## config.mk

```make
export PLATFORM = sky130hd
export DESIGN_NAME = hsb_ctrl
export DESIGN_NICKNAME = d
export VERILOG_FILES = /design/src/rtl/hsb_pkg.sv /design/src/rtl/hsb_decode.sv /design/src/rtl/hsb_zone_file.sv /design/src/rtl/hsb_window.sv /design/src/rtl/hsb_ctrl.sv
export SDC_FILE = /design/constraint.sdc
export NUM_CORES = 1
export LEC_CHECK = 0
export BUFFER_PORTS_ARGS = -buffer_cell sky130_fd_sc_hd__buf_2
export CAP_MARGIN = 10
export CORE_ASPECT_RATIO = 0.6
export CORE_MARGIN = 8
export CORE_UTILIZATION = 40
export DETAILED_ROUTE_END_ITERATION = 8
export SYNTH_ARGS = -nofsm -noshare
export SYNTH_HDL_FRONTEND = slang
export SYNTH_SLANG_ARGS = --single-unit
export TNS_END_PERCENT = 50
```

## constraint.sdc

```tcl
create_clock -name clk -period 5.9 [get_ports clk]
set_input_delay 0.295 -clock clk [delete_from_list [all_inputs] [get_ports clk]]
set_output_delay 0.295 -clock clk [all_outputs]
set_load 0.005 [all_outputs]
```

## src/rtl/hsb_pkg.sv

```systemverilog
package hsb_pkg;

   typedef enum logic [3:0] {
      HS_NONE,
      HS_SETLO,
      HS_SETHI,
      HS_MODE,
      HS_MAPRAM,
      HS_MAPROM,
      HS_ADDB,
      HS_SUBB,
      HS_ADDP,
      HS_SUBP,
      HS_BAD
   } hs_op_e;

   typedef enum logic {
      ZM_ROM = 1'b0,
      ZM_RAM = 1'b1
   } zmode_e;

endpackage

```

## src/rtl/hsb_decode.sv

```systemverilog
module hsb_decode
   import hsb_pkg::*;
#(
   parameter int OFF_W = 12
) (
   input  logic             hs_valid,
   input  logic [OFF_W-1:0] offset,
   output hs_op_e           op
);
   localparam int SEL_LSB = OFF_W - 4;

   initial begin
      if (OFF_W != 12) $error("hsb_decode: OFF_W must be 12");
   end

   logic [3:0] page;
   assign page = offset[OFF_W-1:SEL_LSB];

   always_comb begin
      op = HS_NONE;
      if (hs_valid) begin
         case (page)
            4'h0, 4'h1: op = HS_NONE;
            4'h2:       op = offset[7] ? HS_NONE : HS_BAD;
            4'h4:       op = HS_SETLO;
            4'h5:       op = HS_SETHI;
            4'h6:       op = (offset[7:1] == 7'd0) ? HS_MODE : HS_BAD;
            4'h7:       op = (offset[7:5] == 3'd0) ? HS_MAPRAM : HS_BAD;
            4'h8:       op = offset[7] ? HS_NONE : HS_BAD;
            4'h9:       op = offset[7] ? HS_BAD : HS_MAPROM;
            4'hC:       op = HS_ADDB;
            4'hD:       op = HS_SUBB;
            4'hE: begin
               case (offset[7:5])
                  3'd0:    op = HS_ADDP;
                  3'd2:    op = HS_SUBP;
                  default: op = HS_BAD;
               endcase
            end
            default:    op = HS_BAD;
         endcase
      end
   end
endmodule

```

## src/rtl/hsb_zone_file.sv

```systemverilog
module hsb_zone_file
   import hsb_pkg::*;
#(
   parameter int ZONES  = 8,
   parameter int BANK_W = 16
) (
   input  logic                      clk,
   input  logic                      rst_n,
   input  hs_op_e                    op,
   input  logic [7:0]                operand,
   input  logic [$clog2(ZONES)-1:0]  zsel,
   output logic [ZONES*BANK_W-1:0]   bank_flat,
   output logic [ZONES-1:0]          mode_vec
);
   localparam int ZSEL_W = $clog2(ZONES);
   localparam int PAGE_SH = 8;

   initial begin
      if (BANK_W < 16) $error("hsb_zone_file: BANK_W must be at least 16");
      if (ZONES < 2)   $error("hsb_zone_file: need two or more zones");
   end

   logic [BANK_W-1:0] sel_bank;
   logic [BANK_W-1:0] nxt_bank;
   logic              nxt_mode;
   logic              upd;
   logic [BANK_W-1:0] byte_amt;
   logic [BANK_W-1:0] page_amt;

   assign sel_bank = bank_flat[zsel*BANK_W +: BANK_W];
   assign byte_amt = BANK_W'(operand);
   assign page_amt = BANK_W'(operand[4:0]) << PAGE_SH;

   always_comb begin
      nxt_bank = sel_bank;
      nxt_mode = mode_vec[zsel];
      upd      = 1'b1;
      case (op)
         HS_SETLO:  nxt_bank[7:0]  = operand;
         HS_SETHI:  nxt_bank[15:8] = operand;
         HS_MODE:   nxt_mode = operand[0];
         HS_MAPRAM: begin
            nxt_bank = BANK_W'(operand[4:0]) << PAGE_SH;
            nxt_mode = ZM_RAM;
         end
         HS_MAPROM: begin
            nxt_bank = BANK_W'(operand[6:0]) << PAGE_SH;
            nxt_mode = ZM_ROM;
         end
         HS_ADDB:   nxt_bank = sel_bank + byte_amt;
         HS_SUBB:   nxt_bank = sel_bank - byte_amt;
         HS_ADDP:   nxt_bank = sel_bank + page_amt;
         HS_SUBP:   nxt_bank = sel_bank - page_amt;
         default:   upd = 1'b0;
      endcase
   end

   for (genvar g = 0; g < ZONES; g++) begin : g_zone
      logic [BANK_W-1:0] bank_q;
      logic              mode_q;
      always_ff @(posedge clk) begin
         if (!rst_n) begin
            bank_q <= '0;
            mode_q <= ZM_ROM;
         end else if (upd && (zsel == ZSEL_W'(g))) begin
            bank_q <= nxt_bank;
            mode_q <= nxt_mode;
         end
      end
      assign bank_flat[g*BANK_W +: BANK_W] = bank_q;
      assign mode_vec[g] = mode_q;
   end
endmodule

```

## src/rtl/hsb_window.sv

```systemverilog
module hsb_window
   import hsb_pkg::*;
#(
   parameter int ZONES  = 8,
   parameter int BANK_W = 16,
   parameter int WIN_W  = 11
) (
   input  logic                      win_valid,
   input  logic [ZONES*BANK_W-1:0]   bank_flat,
   input  logic [ZONES-1:0]          mode_vec,
   input  logic [$clog2(ZONES)-1:0]  zsel,
   input  logic [WIN_W-1:0]          offset,
   input  logic [7:0]                opcode,
   output logic [BANK_W-1:0]         phys,
   output logic                      is_write,
   output logic                      rom_store
);
   initial begin
      if (WIN_W > BANK_W) $error("hsb_window: window wider than bank address");
   end

   logic store_op;
   logic zone_ram;

   assign store_op  = (opcode[7:5] == 3'b100);
   assign zone_ram  = (mode_vec[zsel] == ZM_RAM);
   assign phys      = bank_flat[zsel*BANK_W +: BANK_W] + BANK_W'(offset);
   assign is_write  = win_valid && zone_ram && store_op;
   assign rom_store = win_valid && !zone_ram && store_op;
endmodule

```

## src/rtl/hsb_ctrl.sv

```systemverilog
module hsb_ctrl
   import hsb_pkg::*;
#(
   parameter int ZONES  = 8,
   parameter int BANK_W = 16,
   parameter int BUS_W  = 13,
   parameter int WIN_W  = 11
) (
   input  logic                      clk,
   input  logic                      rst_n,
   input  logic                      acc_valid,
   input  logic [BUS_W-1:0]          acc_addr,
   input  logic [$clog2(ZONES)-1:0]  zone_sel,
   input  logic [7:0]                opcode,
   output logic                      win_hit,
   output logic [BANK_W-1:0]         win_phys,
   output logic                      win_write,
   output logic                      forbidden
);
   localparam int OFF_W = BUS_W - 1;

   initial begin
      if (BUS_W != 13)     $error("hsb_ctrl: BUS_W must be 13");
      if (WIN_W != BUS_W - 2) $error("hsb_ctrl: WIN_W must be BUS_W-2");
   end

   hs_op_e            op;
   logic              hs_valid;
   logic              rom_store;
   logic [ZONES*BANK_W-1:0] bank_flat;
   logic [ZONES-1:0]  mode_vec;

   assign hs_valid = acc_valid && !acc_addr[BUS_W-1];
   assign win_hit  = acc_valid && (acc_addr[BUS_W-1 -: 2] == 2'b10);

   hsb_decode #(.OFF_W(OFF_W)) u_dec (
      .hs_valid (hs_valid),
      .offset   (acc_addr[OFF_W-1:0]),
      .op       (op)
   );

   hsb_zone_file #(.ZONES(ZONES), .BANK_W(BANK_W)) u_zones (
      .clk       (clk),
      .rst_n     (rst_n),
      .op        (op),
      .operand   (acc_addr[7:0]),
      .zsel      (zone_sel),
      .bank_flat (bank_flat),
      .mode_vec  (mode_vec)
   );

   hsb_window #(.ZONES(ZONES), .BANK_W(BANK_W), .WIN_W(WIN_W)) u_win (
      .win_valid (win_hit),
      .bank_flat (bank_flat),
      .mode_vec  (mode_vec),
      .zsel      (zone_sel),
      .offset    (acc_addr[WIN_W-1:0]),
      .opcode    (opcode),
      .phys      (win_phys),
      .is_write  (win_write),
      .rom_store (rom_store)
   );

   always_ff @(posedge clk) begin
      if (!rst_n)
         forbidden <= 1'b0;
      else if ((op == HS_BAD) || rom_store)
         forbidden <= 1'b1;
   end
endmodule

```

Yosys cells after proc, flatten, opt, wreduce, memory -nomap -nowiden
Cells that the tools add are included.
{"block": "word_totals", "reg_bits": 137, "latchBits": 0, "ramBits": 0, "mem_bits_ro": 0, "in_bits": 27, "output_inout_bits": 19, "n_memories": 0}
{"block": "op_classes", "add_sub_neg": 5, "mul": 0, "n_div": 0, "n_lt_le_gt_ge": 1, "n_eq_ne": 31, "shift": 1, "mux": 13, "bitwise": 0, "n_reduce_logical": 25}
{"op": "128-bit by 8-bit indexed part select with 16-bit output", "count": 1}
{"op": "8-bit case mux with 7 select lines", "count": 1}
{"op": "8-bit case mux with 6 select lines", "count": 1}
{"op": "4-bit case mux with 10 select lines", "count": 1}
{"op": "4-bit by 3-bit == test with 1-bit output (second input constant)", "count": 8}
{"op": "4-bit == test (second input constant)", "count": 8}
{"op": "4-bit two-way mux", "count": 5}
{"op": "16-bit by 11-bit adder with 16-bit output", "count": 1}
{"op": "16-bit by 13-bit adder with 16-bit output", "count": 1}
{"op": "16-bit by 8-bit adder with 16-bit output", "count": 1}
{"op": "16-bit by 13-bit subtractor with 16-bit output", "count": 1}
{"op": "16-bit by 8-bit subtractor with 16-bit output", "count": 1}
{"op": "3-bit == test (second input constant)", "count": 5}
{"op": "1-bit logical AND", "count": 14}
{"op": "4-bit by 2-bit == test with 1-bit output (second input constant)", "count": 3}
{"op": "3-bit by 2-bit == test with 1-bit output (second input constant)", "count": 3}
{"op": "9-bit OR reduction", "count": 1}
{"op": "4-bit by 1-bit == test with 1-bit output (second input constant)", "count": 2}
{"op": "7-bit logical NOT", "count": 1}
{"op": "3-bit logical NOT", "count": 2}
{"op": "2-bit OR reduction", "count": 3}
{"op": "4-bit logical NOT", "count": 1}
{"op": "3-bit by 4-bit < comparator with 1-bit output (second input constant)", "count": 1}
{"op": "2-bit case mux with 2 select lines", "count": 1}
{"op": "7 further kinds", "count": 9}

Depth between registers and ports, before layout
Gate-level depths: netlist of run 1.
{"block": "logic_depth", "depth_word": 8, "mapped_depth": 19, "ltp_nobuf": 16}

Hierarchy
From an unflattened synthesis of run 1, not the netlist that was laid out.
{"block": "hier_totals", "hier_cells": 1111, "area_unflattened_um2": 9890.7}
{"mod": "hsb_zone_file", "n_inst": 1, "cells_per_inst": 932, "area_each_um2": 7962.6}
{"mod": "hsb_window", "n_inst": 1, "cells_per_inst": 139, "area_each_um2": 1647.8}
{"mod": "hsb_decode", "n_inst": 1, "cells_per_inst": 34, "area_each_um2": 227.7}
{"mod": "hsb_ctrl", "n_inst": 1, "cells_per_inst": 6, "area_each_um2": 52.6}

Least setup slack after synthesis of run 1
Ideal clock, no wire load.
{"block": "synth_timing", "path_kind": "input to register", "start": "in zone_sel[1]", "end": "reg u_zones.g_zone[4].bank_q[10]", "setup_ps": 140, "arrival_time_ps": 4625, "required_time_ps": 5760, "slack_ps": 1136, "stages": 18, "cell_sequence": "buf_6 > buf_2 > buf_2 > buf_2 > clkbuf_1 > mux4_2 > mux2i_1 > inv_1 > ha_1 > fa_1 > nand2b_1 > a221oi_1 > or4b_2 > and2_1 > a31oi_1 > a211oi_1 > nor4_2 > a21oi_1"}
{"block": "synth_between", "elab_chain_len": 3, "elab_cells_between_ends": 8, "classes_between": "add/sub: 4; eq/ne: 1; shift: 1; mux: 1; reduce/logical: 1"}
{"item": "from (decl)", "line_no": "hsb_ctrl.sv:13", "source": "input logic [$clog2(ZONES)-1:0] zone_sel,"}
{"item": "128-bit by 8-bit indexed part select with 16-bit output", "line_no": "hsb_zone_file.sv:30", "source": "assign sel_bank = bank_flat[zsel*BANK_W +: BANK_W];"}
{"item": "16-bit by 13-bit subtractor with 16-bit output, or another cell as far along", "line_no": "hsb_zone_file.sv:53", "source": "HS_SUBP: nxt_bank = sel_bank - page_amt;"}
{"item": "8-bit case mux with 7 select lines", "line_no": "hsb_zone_file.sv:38", "source": "case (op)"}
{"item": "to (signal assigned)", "line_no": "hsb_zone_file.sv:66", "source": "bank_q <= nxt_bank;"}
{"item": "to (decl)", "line_no": "hsb_zone_file.sv:59", "source": "logic [BANK_W-1:0] bank_q;"}
Several ways; a longest one is shown, not always the timed one.
A chain may end at the register's enable or synchronous reset.

Worst setup path in the final report of run 1
{"block": "layout_timing", "start": "reg u_zones.g_zone[3].bank_q[0]", "end": "out win_phys[14]"}
{"block": "layout_between", "elab_chain_len": 2}
{"item": "from (decl)", "line_no": "hsb_zone_file.sv:59"}
{"item": "from (signal assigned)", "line_no": "hsb_zone_file.sv:66"}
{"item": "128-bit by 8-bit indexed part select with 16-bit output", "line_no": "hsb_window.sv:27", "source": "assign phys = bank_flat[zsel*BANK_W +: BANK_W] + BANK_W'(offset);"}
{"item": "16-bit by 11-bit adder with 16-bit output", "line_no": "hsb_window.sv:27"}
{"item": "to (decl)", "line_no": "hsb_ctrl.sv:16", "source": "output logic [BANK_W-1:0] win_phys,"}
No other way between the ends.

==> results.sh, run 1 <==
export IMPL_hold_slack_ps=214.2
export IMPL_first_iter_violations=678
export IMPL_status="complete, no violations"
export IMPL_grt_first_pass_wirelength_mm=39.67
export IMPL_reg2reg_to="u_zones.g_zone[7].bank_q[8]"
export IMPL_die_area_um2=25730
export IMPL_hold_start="opcode[7]"
export IMPL_clk_pin_slew_worst_paths_ps=60
export IMPL_wl_per_cell_um=20.42
export IMPL_clock_latency_ps=460
export IMPL_worst_setup_path_start_kind="flip-flop"
export IMPL_yosys_warnings=0
export IMPL_wirelength_mm=25.02
export IMPL_synth_area_top_cells="dfxtp_1 33%, mux4_2 8.7%, a21oi_1 6.9%, o21ai_0 6.8%, mux2i_1 4.7%"
export IMPL_die_y_um=127.5
export IMPL_synth_top_area_share_pct=33.10
export IMPL_setup_tns_ps=0
export IMPL_hold_class="input pin to flip-flop"
export IMPL_first_pass_iters=5
export IMPL_ys_ff_latch=137
export IMPL_ys_seq_area_share_pct=33.10
export IMPL_post_place_cells=1193
export IMPL_slew_viol_final=0
export IMPL_rsz0062_at_grt="false"
export IMPL_rr_startpoint="u_zones.g_zone[3].bank_q[0]"
export IMPL_cp_end_kind="output pin"
export IMPL_hold_path_depth=3
export IMPL_num_vias=7282
export IMPL_synth_avg_cell_area_um2=9.007
export IMPL_core_um2=20170
export IMPL_cts_buffer_depth=3
export IMPL_fin_ws_ps=1208
export IMPL_final_cells=1225
export IMPL_fin_util_pct=47.05
export IMPL_io_buffers=40
export IMPL_syn2layout_area_growth_pct=14.51
export IMPL_diodes=0
export IMPL_fin_skew_ps=16.05
export IMPL_drive_above_1_share_pct=20.06
export IMPL_synth_common_cells="137 x dfxtp_1, 115 x a21oi_1, 112 x o21ai_0"
export IMPL_wl_met1_mm=12.75
export IMPL_start_util_pct=41.09
export IMPL_post_place_ws_ps=928.5
export IMPL_io_pins=46
export IMPL_synth_area_um2=8287
export IMPL_synth_most_common_cell="dfxtp_1"
export IMPL_viasPerCell=5.944
export IMPL_hold_violations=0
export IMPL_synth_cell_types=89
export IMPL_routed_wl_met3_mm=2.482
export IMPL_nets=1005
export IMPL_die_w_um=201.8
export IMPL_p_leak_nw=3.605
export IMPL_root_buffer="clkbuf_16"
export IMPL_grt_antenna_before_repair=0
export IMPL_drcViolationCount=0
export IMPL_cts_htree_levels=4
export IMPL_min_period_ps=4692
export IMPL_p_sw_share_pct=24.88
export IMPL_p_int_w=0.001854
export IMPL_rows=40
export IMPL_synth_area_leader_cell="dfxtp_1"
export IMPL_n_fill_cell=1895
export IMPL_cts_made_buffers=25
export IMPL_final_antenna_net_count=0
export IMPL_grt_ovfl_total=0
export IMPL_grt_max_degree=58
export IMPL_grt_pass1_vias=6850
export IMPL_vdd_drop_max_mv=0.1578
export IMPL_r2r_cells=13
export IMPL_worstSetupPathType="flip-flop to output pin"
export IMPL_cts_resized=0
export IMPL_arrival_ps=4400
export IMPL_comb_power_share_pct=12.4
export IMPL_post_dp_hpwl_mm=18.03
export IMPL_synth_nets=978
export IMPL_cts_hold_buffers=0
export IMPL_netlist_instances=920
export IMPL_maxCapViolations=0
export IMPL_cts_tree="yes"
export IMPL_dr_wl_met2_mm=9.655
export IMPL_slew_limit_headroom_pct=19.77
export IMPL_setup_violations=0
export IMPL_clkSinkCount=137
export IMPL_hold_end="forbidden"
export IMPL_power_frac_clock_pct=49.1
export IMPL_place_gp_congestion=0.9979
export IMPL_powerDensity_nw_per_um2=260.1
export IMPL_fin_crit_sh_pct=79.53
export IMPL_top_layer_used="met4"
export IMPL_timing_fmax_ghz=0.2131
export IMPL_synth_edf_count=0
export IMPL_synth_ff_type="dfxtp_1"
export IMPL_grt_total_usage_pct=19.08
export IMPL_switchingPower_w=0.0006141
export IMPL_r2r_slack_ps=1440
export IMPL_tightest_slew_ps=1203
export IMPL_post_cts_setup_buffers=0
export IMPL_seq_power_share_pct=38.5
export IMPL_async_flop_share_pct=0
export IMPL_required_ps=5610
export IMPL_worst_path_max_fanout=4
[layer usage]
layer | track usage (%) | vias to the layer above
met3 | 7.017 | 21
li1 | - | 3486
met4 | 2.353 | 0
met2 | 25.60 | 284
met5 | 0 | -
met1 | 28.77 | 3491
[layout by cell type, fill, tap and decap left out, types with 4 or more instances in the layout]
cell	count
clkbuf_8	4
a211oi_1	14
dfxtp_1	137
mux4_2	32
a21oi_1	115
nor2b_1	10
buf_4	29
xnor2_1	20
a21o_1	6
nor4_1	8
mux2i_1	39
inv_1	27
a22oi_1	5
nand3_1	15
nor2_1	58
nand2_1	43
ha_1	28
a22o_1	4
nor3_1	13
a31oi_1	7
o21bai_1	5
a221oi_1	4
nand2b_1	11
o22ai_1	5
o21ai_0	112
a21oi_2	8
xor2_1	7
or3_1	7
or2_2	4
mux2_2	12
clkbuf_16	25
o31ai_1	7
o21a_1	7
buf_2	40
[worst max path at each step]
stage                                     start                            to  slack [ps]  cells past startpoint
finish              u_zones.g_zone[3].bank_q[0]                  win_phys[14]        1210                     14
floorplan                           zone_sel[1]  u_zones.g_zone[4].bank_q[10]        1140                     18
detailed placement                  acc_addr[5]  u_zones.g_zone[2].bank_q[12]         930                     17
CTS                 u_zones.g_zone[3].bank_q[0]                  win_phys[12]        1200                     14
global route                        zone_sel[0]                  win_phys[15]         990                     14
global placement                    acc_addr[5]  u_zones.g_zone[3].bank_q[12]        1000                     17
[state kept, by name (all words and copies together), names as in the netlist]
signal                 cells
u_zones.g_zone.bank_q    128
u_zones.g_zone.mode_q      8
forbidden                  1
[area by class of cell]
| cell class | count | area, um^2 | area share [%] |
|---|---|---|---|
| Sequential cell | 137 | 2743 | 28.90 |
| Clock buffer | 30 | 684.4 | 7.213 |
| Timing Repair Buffer | 69 | 417.9 | 4.404 |
| Inverter | 29 | 108.9 | 1.147 |
| Clock inverter | 2 | 10.01 | 0.1055 |
| Multi-Input combinational cell | 685 | 5184 | 54.63 |
| Tap cell | 273 | 341.6 | 3.600 |
[worst max-delay path: stages (launching register included)]
cell and delay [ps]:
dfxtp_1 310, mux4_2 490, mux2i_1 240, inv_1 110, ha_1 260, fa_1 440
nand2b_1 130, a221oi_1 140, or4b_2 780, a31oi_1 250, o21bai_1 120, a21oi_1 310
nor2_1 90, xnor2_1 130, buf_2 150
[stage by stage]
stage	area, um^2	total power, W
floorplan	8287	0.001171
global placement	8795	0.001266
detailed placement	8795	0.001267
CTS	9489	0.002478
global route	9489	0.002562
finish	9489	0.002468
[power by group through the flow]
stage | Clock (W) | Sequential [W] | Combinational, W
global placement | 0 | 0.000969 | 0.000297
finish | 0.00121 | 0.000950 | 0.000306
floorplan | 0 | 0.000967 | 0.000204
global route | 0.00128 | 0.000951 | 0.000330
CTS | 0.00123 | 0.000950 | 0.000300
detailed placement | 0 | 0.000969 | 0.000298
[cells by family (layout without fill, tap and decap cells)]
logic type | after synthesis | in the layout | share of synthesized area, %
buffers and inverters | 98 | 130 | 4.907
AO/OA/AOI/OAI | 341 | 341 | 25.79
AND/OR/NAND/NOR | 202 | 202 | 13.09
adder cells (fa/ha/maj) | 31 | 31 | 4.953
multiplexers | 84 | 84 | 15.31
flip-flops | 137 | 137 | 33.10
XOR/XNOR | 27 | 27 | 2.854
(Power assumes the default switching activity.)
==> inputs of run 2 (changes only) <==
- clock period: 5.9 -> 4.3 ns (I/O delays scaled with it)
==> results.sh, run 2 (same netlist as run 1, synthesis figures left out) <==
export IMPL_status="complete, no violations"
export IMPL_hold_end="forbidden"
export IMPL_drive_above_1_share_pct=24.25
export IMPL_fin_skew_ps=21.28
export IMPL_cp_num_buf_inv=2
export IMPL_syn2layout_area_growth_pct=19.30
export IMPL_cts_buffer_depth=3
export IMPL_reg2reg_to="u_zones.g_zone[0].bank_q[10]"
export IMPL_rows=40
export IMPL_top_register="u_zones.g_zone.bank_q"
export IMPL_reg_top3="u_zones.g_zone.bank_q x128, u_zones.g_zone.mode_q x8, forbidden x1"
export IMPL_place_gp_congestion=0.9454
export IMPL_root_buffer="clkbuf_16"
export IMPL_clk_pin_slew_worst_paths_ps=60
export IMPL_grt_total_usage_pct=19.54
export IMPL_grt_pass1_vias=7039
export IMPL_cp_end_kind="output pin"
export IMPL_worst_path_max_fanout=4
export IMPL_setup_violations=0
export IMPL_layout_commonest_cell="dfxtp_1"
export IMPL_viasPerCell=5.906
export IMPL_grt_antenna_before_repair=0
export IMPL_clock_latency_ps=460
export IMPL_hold_class="input pin to flip-flop"
export IMPL_tightest_slew_ps=793.5
export IMPL_core_um2=20170
export IMPL_io_buffers=40
export IMPL_grt_first_pass_wirelength_mm=40.25
export IMPL_critPathTopFamily="simple AND/OR/NAND/NOR gates"
export IMPL_io_pins=46
export IMPL_cts_made_buffers=25
export IMPL_worstSetupPathType="flip-flop to output pin"
export IMPL_worst_setup_path_start_kind="flip-flop"
export IMPL_slew_limit_headroom_pct=46.27
export IMPL_crit_chain="mux4_2 > mux2i_4 > inv_1 > ha_2 > fa_2 > nand2b_1 > a221oi_2 > or4b_4 > a31oi_2 > o21bai_1 > a21oi_2 > nor2_1 > xnor2_1 > buf_2"
export IMPL_first_pass_iters=6
export IMPL_p_leak_nw=3.814
export IMPL_fin_ws_ps=200.9
export IMPL_die_area_um2=25730
export IMPL_rr_startpoint="u_zones.g_zone[2].bank_q[0]"
export IMPL_cts_htree_levels=4
export IMPL_hold_path_depth=3
export IMPL_setup_tns_ps=0
export IMPL_post_dp_hpwl_mm=18.72
export IMPL_drcViolationCount=0
export IMPL_vdd_drop_max_mv=0.2395
export IMPL_placed_area_um2=9143
export IMPL_num_vias=7483
export IMPL_arrival_ps=3880
export IMPL_cts_tree="yes"
export IMPL_r2r_slack_ps=320
export IMPL_powerDensity_nw_per_um2=347.7
export IMPL_start_util_pct=41.09
export IMPL_min_period_ps=4099
export IMPL_total_power_w=0.003437
export IMPL_grt_ovfl_total=0
export IMPL_die_w_um=201.8
export IMPL_rsz0062_at_grt="false"
export IMPL_wirelength_mm=25.91
export IMPL_cpPeakStageDelay_ps=610
export IMPL_fin_crit_sh_pct=95.33
export IMPL_timing_fmax_ghz=0.2440
export IMPL_largest_reg_flops=128
export IMPL_maxCapViolations=0
export IMPL_post_place_ws_ps=18.36
export IMPL_final_cell_mix="137 x dfxtp_1, 114 x a21oi_1, 112 x o21ai_0, 70 x buf_4, 58 x nor2_1"
export IMPL_first_iter_violations=773
export IMPL_diodes=0
export IMPL_slew_viol_final=0
export IMPL_hold_slack_ps=151.3
export IMPL_fin_area_um2=9886
export IMPL_hold_violations=0
export IMPL_r2r_cells=14
export IMPL_clkSinkCount=137
export IMPL_die_y_um=127.5
export IMPL_wl_per_cell_um=20.45
export IMPL_grt_max_degree=90
export IMPL_required_ps=4090
export IMPL_final_antenna_net_count=0
export IMPL_slowest_stage="or4b_4"
export IMPL_nets=1048
export IMPL_hold_start="opcode[7]"
run 2: cell types whose count changed in the layout (fill, tap and decap cells not counted), sizes merged:
cell | before | now
buf | 69 | 112
clkinv | 2 | 1
run 2: per-layer routing:
metal,wire length [um],GRT usage (%),vias up
li1,-,-,3566
met1,12990,29.28,3605
met2,9930,25.64,295
met3,2818,8.152,17
met4,165,2.610,0
met5,0,0,-
run 2: layout make-up:
class | count | area [um^2]
Clock inverter | 1 | 5.005
Multi-Input combinational cell | 685 | 5228
Clock buffer | 30 | 694.4
Sequential cell | 137 | 2743
Timing Repair Buffer | 112 | 765.7
Tap cell | 273 | 341.6
Inverter | 29 | 108.9
Fill cell | 1925 | 10280
run 2: what timing repair did:
action / 4_1_cts / 5_1_grt
pin swaps: 0 / 2
resized for setup: 3 / 6
setup endpoints to repair: 2 / 4
setup buffers: 0 / 0
hold buffers: 0 / 0
run 2: how the worst max path moves through the flow:
stage / startpoint / end / slack, ps / cells after the start
4_1_cts: u_zones.g_zone[5].bank_q[0] / win_phys[14] / 70 / 14
3_5_place_dp: zone_sel[1] / u_zones.g_zone[0].bank_q[8] / 20 / 15
5_1_grt: u_zones.g_zone[2].bank_q[0] / win_phys[14] / 10 / 14
2_1_floorplan: zone_sel[1] / u_zones.g_zone[4].bank_q[10] / 10 / 18
3_3_place_gp: zone_sel[1] / u_zones.g_zone[6].bank_q[8] / 3 / 15
6_report: u_zones.g_zone[2].bank_q[0] / win_phys[14] / 200 / 14
run 2: worst reg2reg max path, delay by kind of cell (launching register included):
family | cells | cell delay [ps]
simple gates | 2 | 670
buf+inv | 2 | 300
mux | 2 | 710
compound gates | 6 | 1150
fa+ha+maj | 2 | 700
flops | 1 | 310
run 2: power breakdown:
part / total (W) / switching, W / internal [W] / leakage (nW)
registers: 0.00130 / 0.0000101 / 0.00129 / 1.11
logic: 0.000462 / 0.000282 / 0.000180 / 2.36
clock network: 0.00167 / 0.000559 / 0.00111 / 0.348
run 2: stage by stage:
step	util [%]	instances
2_1_floorplan	-	920
3_3_place_gp	45.33	1236
3_5_place_dp	45.33	1236
4_1_cts	48.85	1267
5_1_grt	49.01	1267
6_report	49.01	1267
==> inputs of run 3 (changes only) <==
- clock period: 4.3 -> 4.5 ns (I/O delays scaled with it)
==> results.sh, run 3 (same netlist as run 1, synthesis figures left out) <==
export IMPL_fin_util_pct=47.80
export IMPL_p_leak_nw=3.694
export IMPL_post_cts_setup_buffers=0
export IMPL_drcViolationCount=0
export IMPL_syn2layout_area_growth_pct=16.35
export IMPL_post_dp_hpwl_mm=18.43
export IMPL_root_buffer="clkbuf_16"
export IMPL_vdd_drop_max_mv=0.2638
export IMPL_status="complete, no violations"
export IMPL_num_vias=7347
export IMPL_register_area_um2=2743
export IMPL_final_cell_mix="137 x dfxtp_1, 114 x a21oi_1, 112 x o21ai_0, 58 x nor2_1, 56 x buf_4"
export IMPL_tightest_slew_ps=1164
export IMPL_start_util_pct=41.09
export IMPL_n_fill_cell=1943
export IMPL_layout_commonest_cell="dfxtp_1"
export IMPL_nets=1026
export IMPL_rsz0062_at_grt="false"
export IMPL_reg_top3="u_zones.g_zone.bank_q x128, u_zones.g_zone.mode_q x8, forbidden x1"
export IMPL_power_frac_clock_pct=45.4
export IMPL_cts_made_buffers=17
export IMPL_die_y_um=127.5
export IMPL_final_antenna_net_count=0
export IMPL_switchingPower_w=0.0007899
export IMPL_grt_max_degree=95
export IMPL_worstSetupPathType="input pin to flip-flop"
export IMPL_first_pass_iters=5
export IMPL_cp_end_kind="flip-flop"
export IMPL_cts_buffer_depth=2
export IMPL_p_sw_share_pct=25.84
export IMPL_min_period_ps=4233
export IMPL_crit_chain="buf_2 > or3_1 > nor3b_1 > o22ai_1 > or3_1 > nor2_1 > mux2_2 > fa_1 > nand2b_1 > a21oi_1 > xnor2_1 > nor4_1 > a211oi_1 > buf_4 > a31oi_1 > o22ai_1 > buf_4 > mux2i_1"
export IMPL_multiInputGateArea_um2=5201
export IMPL_slew_limit_headroom_pct=21.77
export IMPL_grt_antenna_before_repair=0
export IMPL_io_pins=46
export IMPL_grt_pass1_vias=6656
export IMPL_core_um2=20170
export IMPL_clock_latency_ps=420
export IMPL_powerDensity_nw_per_um2=317.1
export IMPL_wl_per_cell_um=20.25
export IMPL_fin_crit_sh_pct=94.06
export IMPL_slowest_stage="fa_1"
export IMPL_viasPerCell=5.854
export IMPL_r2r_cells=14
export IMPL_fin_skew_ps=8.672
export IMPL_die_w_um=201.8
export IMPL_maxCapViolations=0
export IMPL_place_gp_congestion=0.9560
export IMPL_cts_htree_levels=4
export IMPL_die_area_um2=25730
export IMPL_arrival_ps=4520
export IMPL_placed_area_um2=9037
export IMPL_clkSinkCount=137
export IMPL_seq_power_share_pct=40.7
export IMPL_required_ps=4790
export IMPL_setup_tns_ps=0
export IMPL_worst_path_max_fanout=9
export IMPL_wirelength_mm=25.42
export IMPL_drive_above_1_share_pct=22.53
export IMPL_comb_power_share_pct=13.9
export IMPL_first_iter_violations=813
export IMPL_cts_tree="yes"
export IMPL_clk_pin_slew_worst_paths_ps=60
export IMPL_setup_violations=0
export IMPL_p_int_w=0.002267
export IMPL_hold_class="input pin to flip-flop"
export IMPL_total_power_w=0.003057
export IMPL_top_register="u_zones.g_zone.bank_q"
export IMPL_hold_violations=0
export IMPL_timing_fmax_ghz=0.2362
export IMPL_fin_area_um2=9642
export IMPL_largest_reg_flops=128
export IMPL_cpPeakStageDelay_ps=450
export IMPL_grt_first_pass_wirelength_mm=39.16
export IMPL_fin_ws_ps=267.1
export IMPL_hold_path_depth=3
export IMPL_worst_setup_path_start_kind="input pin"
export IMPL_slew_viol_final=0
export IMPL_grt_ovfl_total=0
export IMPL_io_buffers=40
export IMPL_rows=40
export IMPL_post_place_ws_ps=20.39
export IMPL_grt_total_usage_pct=19.21
[run 3: changes by cell type in the layout (fill, tap and decap cells not counted), moves of 2 or more]
cell / before / now
buf_4: 70 / 56
clkbuf_16: 25 / 17
bufinv_16: 0 / 2
clkinv_2: 1 / 5
clkbuf_1: 0 / 3
[run 3: critical path: cells and delay by family]
family,cells,cell delay [ps]
buf+inv,3,560
xor+xnor,1,260
simple gates,6,1610
fa+ha+maj,1,450
mux,2,460
compound gates,5,950
[run 3: power groups by stage]
stage	clock [W]	combinational, W	sequential [W]
after floorplan	0	0.000268	0.00127
after global placement	0	0.000413	0.00127
after detailed placement	0	0.000414	0.00127
after CTS	0.00140	0.000416	0.00124
after global routing	0.00146	0.000456	0.00125
final	0.00139	0.000424	0.00124
[run 3: final cells by class]
cell class / instances / share of cell area [%]
Clock inverter: 8 / 0.9603
Multi-Input combinational cell: 685 / 53.94
Tap cell: 273 / 3.543
Timing Repair Buffer: 98 / 6.852
Clock buffer: 24 / 5.100
Antenna cell: 1 / 0.02595
Sequential cell: 137 / 28.45
Inverter: 29 / 1.129
[run 3: final timing paths]
check	startpoint	endpoint	slack (ps)
hold / removal	opcode[7]	forbidden	180
setup reg to reg	u_zones.g_zone[4].bank_q[0]	u_zones.g_zone[4].bank_q[10]	470
setup / recovery	acc_addr[7]	u_zones.g_zone[5].bank_q[12]	270
hold reg to reg	u_zones.g_zone[4].bank_q[12]	u_zones.g_zone[4].bank_q[12]	450
[run 3: repair_timing]
item,4_1_cts,5_1_grt
hold buffers,0,0
gates resized for setup,0,4
setup endpoints to repair,0,2
[run 3: through the flow]
step                hold WS, ps  std cells
floorplan                 426.0        920
global placement          441.1       1222
detailed placement        442.9       1222
CTS                       163.1       1254
global route              218.2       1254
finish                    177.6       1255
[run 3: layer usage]
| layer | share of wire [%] | track usage (%) | vias to the layer above |
|---|---|---|---|
| met3 | 9.2 | 5.780 | 22 |
| met4 | 0.64 | 3.808 | 0 |
| met2 | 38 | 24.77 | 244 |
| met1 | 52 | 30.03 | 3544 |
| met5 | 0 | 0 | - |
| li1 | - | - | 3537 |
